===== src/rtl/pte_adu_pkg.sv =====
package pte_adu_pkg;
    localparam int PTE_W    = 64;
    localparam int A_POS    = 6;
    localparam int D_POS    = 7;
    localparam int ADUE_POS = 61;

    typedef enum logic [1:0] {
        RES_OK      = 2'd0,
        RES_FAULT   = 2'd1,
        RES_RESTART = 2'd2
    } result_e;

    typedef enum logic [1:0] {
        ST_IDLE,
        ST_CAS,
        ST_WAIT,
        ST_RESP
    } fsm_e;
endpackage


===== src/rtl/pte_adu_envcfg.sv =====
module pte_adu_envcfg
    import pte_adu_pkg::*;
#(
    parameter int XLEN  = PTE_W,
    parameter int EN_AT = ADUE_POS
) (
    input  logic            clk,
    input  logic            rst_n,
    input  logic            svade,
    input  logic            svadu,
    input  logic            m_we,
    input  logic [XLEN-1:0] m_wdata,
    input  logic            h_we,
    input  logic [XLEN-1:0] h_wdata,
    output logic [XLEN-1:0] m_rdata,
    output logic [XLEN-1:0] h_rdata,
    output logic            m_en,
    output logic            h_en
);
    typedef struct packed {
        logic m_bit;
        logic h_bit;
    } env_t;

    env_t env_d, env_q;

    always_comb begin
        env_d = env_q;
        if (m_we) env_d.m_bit = svadu & m_wdata[EN_AT];
        if (h_we) env_d.h_bit = svadu & h_wdata[EN_AT];
    end

    always_ff @(posedge clk) begin
        if (!rst_n) begin
            env_q.m_bit <= svadu & ~svade;
            env_q.h_bit <= 1'b0;
        end else begin
            env_q <= env_d;
        end
    end

    always_comb begin
        m_rdata        = '0;
        h_rdata        = '0;
        m_rdata[EN_AT] = env_q.m_bit;
        h_rdata[EN_AT] = env_q.h_bit;
    end

    assign m_en = env_q.m_bit;
    assign h_en = env_q.h_bit;

    // without the strap, a write must not leave the bit set
    assert_absent_reads_zero_R2: assert property (@(posedge clk) disable iff (!rst_n)
        (!svadu && m_we) |=> !m_rdata[EN_AT]);
endmodule


===== src/rtl/pte_adu_decide.sv =====
module pte_adu_decide
    import pte_adu_pkg::*;
#(
    parameter int W   = PTE_W,
    parameter int AP  = A_POS,
    parameter int DP  = D_POS
) (
    input  logic         svade,
    input  logic         svadu,
    input  logic         m_en,
    input  logic         h_en,
    input  logic [W-1:0] pte,
    input  logic         store,
    input  logic         debug,
    input  logic         first_stage,
    input  logic         two_stage,
    input  logic         virt,
    output logic [W-1:0] new_pte,
    output logic         fault,
    output logic         need_write
);
    logic         base_en;
    logic         eff_en;
    logic [W-1:0] set_mask;

    always_comb begin
        base_en = svadu ? m_en : ~svade;
        eff_en  = base_en;
        if (first_stage && two_stage && virt) eff_en = base_en & h_en;

        set_mask     = '0;
        set_mask[AP] = 1'b1;
        set_mask[DP] = store;

        new_pte    = eff_en ? (pte | set_mask) : pte;
        fault      = ~eff_en & (~pte[AP] | (store & ~pte[DP]));
        need_write = ~fault & ~debug & (new_pte != pte);
    end
endmodule


===== src/rtl/pte_adu_ctrl.sv =====
module pte_adu_ctrl
    import pte_adu_pkg::*;
#(
    parameter int W      = PTE_W,
    parameter int ADDR_W = 56,
    parameter int AP     = A_POS
) (
    input  logic              clk,
    input  logic              rst_n,
    input  logic              req_valid,
    output logic              req_ready,
    input  logic [W-1:0]      req_pte,
    input  logic [ADDR_W-1:0] req_addr,
    input  logic [W-1:0]      dec_pte,
    input  logic              dec_fault,
    input  logic              dec_write,
    output logic              rsp_valid,
    input  logic              rsp_ready,
    output logic [1:0]        rsp_status,
    output logic [W-1:0]      rsp_pte,
    output logic              mem_req_valid,
    input  logic              mem_req_ready,
    output logic [ADDR_W-1:0] mem_req_addr,
    output logic [W-1:0]      mem_req_cmp,
    output logic [W-1:0]      mem_req_swap,
    input  logic              mem_rsp_valid,
    input  logic              mem_rsp_match
);
    typedef struct packed {
        fsm_e              st;
        logic [W-1:0]      orig;
        logic [W-1:0]      upd;
        logic [ADDR_W-1:0] addr;
        result_e           res;
    } ctl_t;

    ctl_t c_d, c_q;

    always_comb begin
        c_d = c_q;
        unique case (c_q.st)
            ST_IDLE: if (req_valid) begin
                c_d.orig = req_pte;
                c_d.upd  = dec_pte;
                c_d.addr = req_addr;
                if (dec_fault) begin
                    c_d.res = RES_FAULT;
                    c_d.upd = req_pte;
                    c_d.st  = ST_RESP;
                end else if (dec_write) begin
                    c_d.st  = ST_CAS;
                end else begin
                    c_d.res = RES_OK;
                    c_d.st  = ST_RESP;
                end
            end
            ST_CAS: if (mem_req_ready) c_d.st = ST_WAIT;
            ST_WAIT: if (mem_rsp_valid) begin
                if (mem_rsp_match) begin
                    c_d.res = RES_OK;
                end else begin
                    c_d.res = RES_RESTART;
                    c_d.upd = c_q.orig;
                end
                c_d.st = ST_RESP;
            end
            ST_RESP: if (rsp_ready) c_d.st = ST_IDLE;
            default: c_d.st = ST_IDLE;
        endcase
    end

    always_ff @(posedge clk) begin
        if (!rst_n) begin
            c_q.st   <= ST_IDLE;
            c_q.orig <= '0;
            c_q.upd  <= '0;
            c_q.addr <= '0;
            c_q.res  <= RES_OK;
        end else begin
            c_q <= c_d;
        end
    end

    assign req_ready     = (c_q.st == ST_IDLE);
    assign rsp_valid     = (c_q.st == ST_RESP);
    assign rsp_status    = c_q.res;
    assign rsp_pte       = c_q.upd;
    assign mem_req_valid = (c_q.st == ST_CAS);
    assign mem_req_addr  = c_q.addr;
    assign mem_req_cmp   = c_q.orig;
    assign mem_req_swap  = c_q.upd;

    assert_rsp_hold_R9: assert property (@(posedge clk) disable iff (!rst_n)
        (rsp_valid && !rsp_ready) |=> (rsp_valid && $stable(rsp_pte) && $stable(rsp_status)));

    assert_one_phase_R9: assert property (@(posedge clk) disable iff (!rst_n)
        !(req_ready && (rsp_valid || mem_req_valid)));

    assert_ok_has_accessed_R5: assert property (@(posedge clk) disable iff (!rst_n)
        (rsp_valid && rsp_status == RES_OK) |-> rsp_pte[AP]);

    assert_cas_changes_R6: assert property (@(posedge clk) disable iff (!rst_n)
        mem_req_valid |-> (mem_req_swap != mem_req_cmp));

    assert_cas_hold_R7: assert property (@(posedge clk) disable iff (!rst_n)
        (mem_req_valid && !mem_req_ready) |=>
            (mem_req_valid && $stable(mem_req_addr) && $stable(mem_req_swap) && $stable(mem_req_cmp)));
endmodule


===== src/rtl/pte_adu.sv =====
module pte_adu
    import pte_adu_pkg::*;
#(
    parameter int ADDR_W = 56
) (
    input  logic              clk,
    input  logic              rst_n,
    input  logic              strap_svade,
    input  logic              strap_svadu,
    input  logic              menv_we,
    input  logic [63:0]       menv_wdata,
    output logic [63:0]       menv_rdata,
    input  logic              henv_we,
    input  logic [63:0]       henv_wdata,
    output logic [63:0]       henv_rdata,
    input  logic              req_valid,
    output logic              req_ready,
    input  logic [63:0]       req_pte,
    input  logic              req_store,
    input  logic              req_debug,
    input  logic [ADDR_W-1:0] req_addr,
    input  logic              req_first_stage,
    input  logic              req_two_stage,
    input  logic              req_virt,
    output logic              rsp_valid,
    input  logic              rsp_ready,
    output logic [1:0]        rsp_status,
    output logic [63:0]       rsp_pte,
    output logic              mem_req_valid,
    input  logic              mem_req_ready,
    output logic [ADDR_W-1:0] mem_req_addr,
    output logic [63:0]       mem_req_cmp,
    output logic [63:0]       mem_req_swap,
    input  logic              mem_rsp_valid,
    input  logic              mem_rsp_match
);
    logic        m_en, h_en;
    logic [63:0] dec_pte;
    logic        dec_fault, dec_write;

    pte_adu_envcfg #(.XLEN(64), .EN_AT(ADUE_POS)) u_env (
        .clk(clk), .rst_n(rst_n), .svade(strap_svade), .svadu(strap_svadu),
        .m_we(menv_we), .m_wdata(menv_wdata), .h_we(henv_we), .h_wdata(henv_wdata),
        .m_rdata(menv_rdata), .h_rdata(henv_rdata), .m_en(m_en), .h_en(h_en)
    );

    pte_adu_decide #(.W(64), .AP(A_POS), .DP(D_POS)) u_dec (
        .svade(strap_svade), .svadu(strap_svadu), .m_en(m_en), .h_en(h_en),
        .pte(req_pte), .store(req_store), .debug(req_debug),
        .first_stage(req_first_stage), .two_stage(req_two_stage), .virt(req_virt),
        .new_pte(dec_pte), .fault(dec_fault), .need_write(dec_write)
    );

    pte_adu_ctrl #(.W(64), .ADDR_W(ADDR_W), .AP(A_POS)) u_ctl (
        .clk(clk), .rst_n(rst_n),
        .req_valid(req_valid), .req_ready(req_ready), .req_pte(req_pte), .req_addr(req_addr),
        .dec_pte(dec_pte), .dec_fault(dec_fault), .dec_write(dec_write),
        .rsp_valid(rsp_valid), .rsp_ready(rsp_ready), .rsp_status(rsp_status), .rsp_pte(rsp_pte),
        .mem_req_valid(mem_req_valid), .mem_req_ready(mem_req_ready), .mem_req_addr(mem_req_addr),
        .mem_req_cmp(mem_req_cmp), .mem_req_swap(mem_req_swap),
        .mem_rsp_valid(mem_rsp_valid), .mem_rsp_match(mem_rsp_match)
    );
endmodule


===== config.mk =====
export PLATFORM = sky130hd
export DESIGN_NAME = pte_adu
export DESIGN_NICKNAME = d
export VERILOG_FILES = /design/src/rtl/pte_adu_pkg.sv /design/src/rtl/pte_adu_envcfg.sv /design/src/rtl/pte_adu_decide.sv /design/src/rtl/pte_adu_ctrl.sv /design/src/rtl/pte_adu.sv
export SDC_FILE = /design/constraint.sdc
export NUM_CORES = 1
export LEC_CHECK = 0
export BUFFER_PORTS_ARGS = -buffer_cell sky130_fd_sc_hd__buf_2
export CAP_MARGIN = 20
export CORE_AREA = 2 2 254 256
export CTS_BUF_LIST = sky130_fd_sc_hd__clkbuf_4 sky130_fd_sc_hd__clkbuf_8 sky130_fd_sc_hd__clkbuf_16
export DETAILED_ROUTE_END_ITERATION = 12
export DIE_AREA = 0 0 256 258
export SLEW_MARGIN = 25
export SYNTH_ARGS = -nofsm -noshare
export SYNTH_HDL_FRONTEND = slang
export SYNTH_SLANG_ARGS = --single-unit

===== constraint.sdc =====
create_clock -name clk -period 2.1 [get_ports clk]
set_clock_uncertainty 0.15 [all_clocks]
set_input_delay 0.315 -clock clk [delete_from_list [all_inputs] [get_ports clk]]
set_output_delay 0.315 -clock clk [all_outputs]
set_load 0.01 [all_outputs]

* Word-level counts from Yosys, hierarchy flattened
Index checks and enable logic that the tools add are counted.
Storage, ports and cells: register bits after elaboration 190, bits of input ports 264, output and inout port bits 381, logic and storage cells 64
Operators by class: equal/unequal tests 11, muxes and demuxes 22, bitwise operators 16, reductions and logical operators 8
Operators with widths (count):
- 64-bit two-way mux | 4
- 188-bit two-way mux | 1
- 64-bit case mux with 2 select lines | 1
- 64-bit != test | 1
- 64-bit by 8-bit OR with 64-bit output | 1
- 2-bit two-way mux | 10
- 4-bit AND reduction | 3
- 1-bit AND | 8
- 2-bit case mux with 4 select lines | 1
- 2-bit by 1-bit != test with 1-bit output (second input constant) | 3
- 2-bit != test (second input constant) | 3
- 1-bit NOT | 6
- 2-bit == test (second input constant) | 2
- 1-bit two-way mux | 4
- 2-bit case mux with 2 select lines | 1
- 3-bit != test (second input constant) | 1
- 2-bit by 1-bit == test with 1-bit output (second input constant) | 1
- 1-bit logical AND | 2
- 2-bit logical NOT | 1
- 2-bit AND reduction | 1
- 2-bit nonzero test | 1
- 1-bit OR | 1

* Depth between registers and ports, before layout
depth in word-level cells 13, mapped depth 8, gate-level depth less buffers 6

* By module
A second synthesis with hierarchy kept.
Second synthesis, totals: cells, all modules 1448, area total of the unflattened synthesis 11512.3 um^2
Modules (own cells, without submodules):
- pte_adu_ctrl | instances 1, cells each 1237, area each 9918.3 um^2, seq. area each 3763.6 um^2
- pte_adu_envcfg | instances 1, cells each 138, area each 1061.0 um^2, seq. area each 50.0 um^2
- pte_adu_decide | instances 1, cells each 73, area each 533.0 um^2, seq. area each 0.0 um^2

* Least setup slack after synthesis
OpenSTA, ideal clock, no wires.
kind register to register, start register u_ctl.c_q[186] (netlist bit), end register u_ctl.c_q (netlist bit u_ctl.mem_req_swap[59]), setup time 0.116 ns, arrival time 1.612 ns, slack 0.222 ns, cell stages (with the launch flop) 9, path buffers 2, period minus slack after synthesis 1.878 ns, cells stage by stage dfxtp_1 > inv_1 > ha_1 > nand2b_1 > a22oi_1 > buf_4 > buf_4 > o211ai_1 > o211a_1
Between the ends: longest elaborated chain between the ends 3
RTL lines:
- from (decl) | RTL line pte_adu_ctrl.sv:37 | ctl_t c_d, c_q;
- 2-bit logical NOT *
- via req_ready | RTL line pte_adu.sv:17 | output logic req_ready,
- 2-bit != test (no line) or 2-bit nonzero test (tied branches)
- 4-bit AND reduction (no line)
The timed path passes the listed nets; every way through them passes the cells marked *. A chain may end at the register's enable or synchronous reset.

* Worst setup path after layout
start input port strap_svadu, end register u_ctl.c_q (netlist bit u_ctl.rsp_status[1])
Between the ends: longest elaborated chain between the ends 10
RTL lines:
- from (decl) | RTL line pte_adu.sv:9 | input logic strap_svadu,
- 1-bit two-way mux * | RTL line pte_adu_decide.sv:27 | base_en = svadu ? m_en : ~svade;
- 1-bit AND | RTL line pte_adu_decide.sv:29 | if (first_stage && two_stage && virt) eff_en = base_en & h_en;
- 1-bit two-way mux * | RTL line pte_adu_decide.sv:29
- parallel branches: the longest is 7 deep, another holds 64-bit two-way mux
Mark *: on every way between the ends. The select of a mux whose other input is x is not followed.

==> flow_results.org <==
** Logic synthesis
- Library cells used by synthesis :: 30
- Number of synthesis warnings :: 0
- Sequential area share after synthesis :: 35.6%
- Proportion of netlist area held by the largest area contributor :: 35.3%
- Seq cells post-synth :: 190
- The mapped netlist covers 0.0107 mm2.
- Main area contributors after synthesis :: dfxtp_1, buf_4, nand2_1, a21boi_0, o211a_1
- Synthesized area per cell :: 8.15 um2
- Most area-hungry cell type in the Yosys netlist :: dfxtp_1
- Synthesis produced a netlist whose cell count is around 1300.

** CTS
- TritonCTS built the clock tree.
- The H-tree was split into 4 levels.
- Clk pin slew, worst setup/hold paths :: 80 ps
- CTS Root Buffer Type :: clkbuf_16
- Num CTS Buffers :: 17
- The clock net in this run drives a total of between 150 and 200 sinks.
- Max Buffers Root-to-Sink :: 2
- Insertion delay to the later sink of the worst-skew pair :: 480 ps

** Worst setup path
- Critical path start-end classification :: in -> reg
- CP cell instances :: dlygate4sd3_1 -> buf_2 -> or2_2 -> a21oi_1 -> buf_4 -> a41oi_1 -> mux2i_1
- STA puts the critical path data arrival time at 2260 ps.
- STA classifies the critical path endpoint as a register.
- Depth of the most critical reg-to-reg path :: 10
- In this run the critical register-to-register path is launched from u_ctl.c_q[186]$_SDFFE_PN0P_.
- On the critical path, the stage with the largest delay is an instance of dlygate4sd3_1.
- Critical Path Stages :: 7
- Crit path buffers/inverters :: 3
- Largest stage delay on the critical path :: 570 ps
- The kind of cell with the highest combined delay along the critical path is buffers and inverters.
- Maximum fanout along the worst path :: 5
- Kind of launch point of the worst setup path :: input pin
- In this run the worst setup path begins at strap_svadu.
- Data on the critical path is required at its endpoint by 2310 ps.

** Cells and area
- For this run, the share of the core covered by cells in the final layout is 21.2%.
- From synthesis to final layout, the design area changed by 26.1%.
- At the end of the flow, the number of nets in the layout was 1836.
- Layout cells sized above 1 :: between 30% and 40%

** Timing
- Setup violations remaining at the end of the flow were counted as 0.
- Number of pins exceeding their max-slew limit in the final report :: 0
- Timing would allow up to 488 MHz.
- The worst path in the final design needs a cycle of 2050 ps, including I/O delays and setup.
- In this run the tightest slew margin relative to its limit is 60.4%.
- Final Hold Fails :: 0
- At the pin with the least slew margin, the transition time is 595 ps.
- Setup total negative slack on the finished layout was measured at 0 ps.
- Period utilisation layout :: 97.5%

** Hold path
- The min-delay analysis places its worst path in the category in -> reg.
- Start point of the worst min-delay path :: menv_we
- Hold path depth :: 2

** Detailed routing
- Final wirelength :: 35.4 mm
- Detail-routed via count per cell :: 3.61
- Post-DRT Antenna Nets :: 0
- Number of DRC markers after the initial detailed-route iteration :: 601
- Number of optimization iterations in the first detailed-route pass :: 7
- Average wire per standard cell :: between 10 and 15 um
- Via count of the routed design :: 8803
- DRC viols :: 0

** Global routing
- For this run, global-route usage on met2 was measured as approximately 15%.
- Overall fraction of global-route tracks in use :: about 10%
- Global routing consumed, on the met3 layer, under 10% of the routing resources.
- The first global-routing pass estimated 50.2 mm of wire.
- Global Route met1 Usage :: 13.5%
- Entering global routing, the biggest net connects 67 pins.
- Number of global-route vias before repair :: 7774
- After global routing, the most crowded layer is met2.
- Global routing finished with a remaining overflow of 0.
- The initial antenna violation count is 3.

** Power and ir drop
- For this design the static power due to leakage is about 6.6 nW.
- Power spread over the standard cell area amounts to ~1200 mW/mm2.
- Worst vdd ir :: 521 uV
- Overall power consumption :: 15.5 mW

** Floorplanning
- Count of standard-cell rows :: 93
- Starting density of the core :: 16.8%
- Core Region :: 0.0636 mm2
- 645 I/O pins were placed.
- Die Wd :: 256 um
- The die covers 0.0660 mm2.
- Die outline height :: 258 um

** Run status
- The run finished with clean final reports.

** Placement
- After legalization and detailed placement, the total HPWL measured 25.4 mm.
- Routability-driven placement finished with a final weighted congestion of 0.827.
- Count of buffers from port buffering :: slightly below 400

** Run
- Max-cap check violation count :: 0
==> report_power, final <==
group | internal (mW) | switching (mW) | total, mW
clock network | 1.59 | 1.70 | 3.29
logic | 2.91 | 3.89 | 6.80
registers | 4.65 | 0.803 | 5.45
total | 9.15 | 6.40 | 15.5
==> path summary, 6_finish.rpt <==
check                                   endpoint  slack (ps)
max             u_ctl.rsp_status[1]$_SDFFE_PN0P_          50
min                         u_env.m_en$_DFFE_PP_          90
max reg2reg  u_ctl.mem_req_swap[37]$_SDFFE_PN0P_         100
min reg2reg   u_ctl.mem_req_addr[9]$_SDFFE_PN0P_         310
==> kinds of logic after synthesis <==
logic type | count (synthesis) | synth area share [%]
AOI/OAI and AO/OA | 263 | 19.7
adders and majority gates | 4 | 0.467
buffers and inverters | 466 | 30.0
DFF | 190 | 35.6
muxes | 2 | 0.187
other | 1 | 0.0350
and+or+nand+nor | 388 | 14.0
==> stage by stage <==
stage / setup slack [ps] / hold WS (ps) / cells / area [um2]
6_report: 52.0 / 86.0 / 2439 / 13500
3_5_place_dp: 88.2 / 298 / 2269 / 11500
4_1_cts: 63.9 / 1.34 / 2427 / 13400
3_3_place_gp: 82.5 / 297 / 2269 / 11500
2_1_floorplan: 222 / 285 / 1439 / 11200
5_1_grt: -4.90 / 43.7 / 2436 / 13500
==> cells in the mapped netlist <==
cell type and n:
buf_1 8, or2_2 1, nor2b_1 1, inv_1 6, conb_1 1, o211a_1 63
nand2b_1 7, and4b_1 1, ha_1 4, o21ai_1 2, and2_1 2, dfxtp_1 189
buf_4 385, mux2i_1 2, buf_2 14, nand4b_1 1, o21ai_0 5, o211ai_1 63
a31oi_1 3, a21oi_1 2, a21boi_0 121, edfxtp_1 1, a22oi_1 1, nand3_1 2
o221a_2 1, nand2_1 372, o2111a_1 1, clkbuf_1 53, a41oi_1 1, nand3b_1 1
==> layout by cell type, fill, tap and decap left out, drive strengths merged, types with 3 or more instances in the layout <==
| cell | count |
|---|---|
| a21boi | 121 |
| a31oi | 3 |
| buf | 441 |
| clkbuf | 21 |
| clkinv | 3 |
| conb | 126 |
| dfxtp | 189 |
| diode | 3 |
| dlygate4sd3 | 126 |
| ha | 4 |
| inv | 15 |
| nand2 | 372 |
| nand2b | 7 |
| o211a | 63 |
| o211ai | 63 |
| o21ai | 7 |
==> layout make-up <==
type | instances | area (um2)
fillers | 7066 | 50100
multi-input cells | 783 | 4200
repair buffers | 570 | 3840
flip-flops and latches | 190 | 3810
well taps | 855 | 1070
clock buffers | 18 | 439
clock inverters | 14 | 120
inverters | 6 | 22.5
diodes | 3 | 7.51
==> worst register-to-register path, delay by kind of cell (launching register included) <==
family | cells | cell delay (ps)
AOI/OAI and AO/OA | 3 | 440
adders and majority gates | 1 | 160
buffers and inverters | 5 | 730
DFF | 1 | 320
and+or+nand+nor | 1 | 80
==> layer usage <==
metal  up-vias  share of wire (%)
met3        31                7.1
met5         -                  0
met4         0                1.8
met1      4117                 46
li1       4321                  -
met2       334                 45
==> repair_timing <==
action | 4_1_cts | 5_1_grt
hold buffers | 126 | 0
setup buffers | 0 | 6
gates resized for setup | 0 | 5
endpoints found under the hold margin | 127 | 0
setup endpoints to repair | 0 | 39
==> registers in the layout, summed over array words and instances (netlist names) <==
register            cells
u_ctl.c_q               2
u_ctl.mem_req_addr     56
u_ctl.mem_req_cmp      64
u_ctl.mem_req_swap     64
u_ctl.rsp_status        2
u_env.h_en              1
u_env.m_en              1
Note: power is estimated with default switching activity, not from simulation.
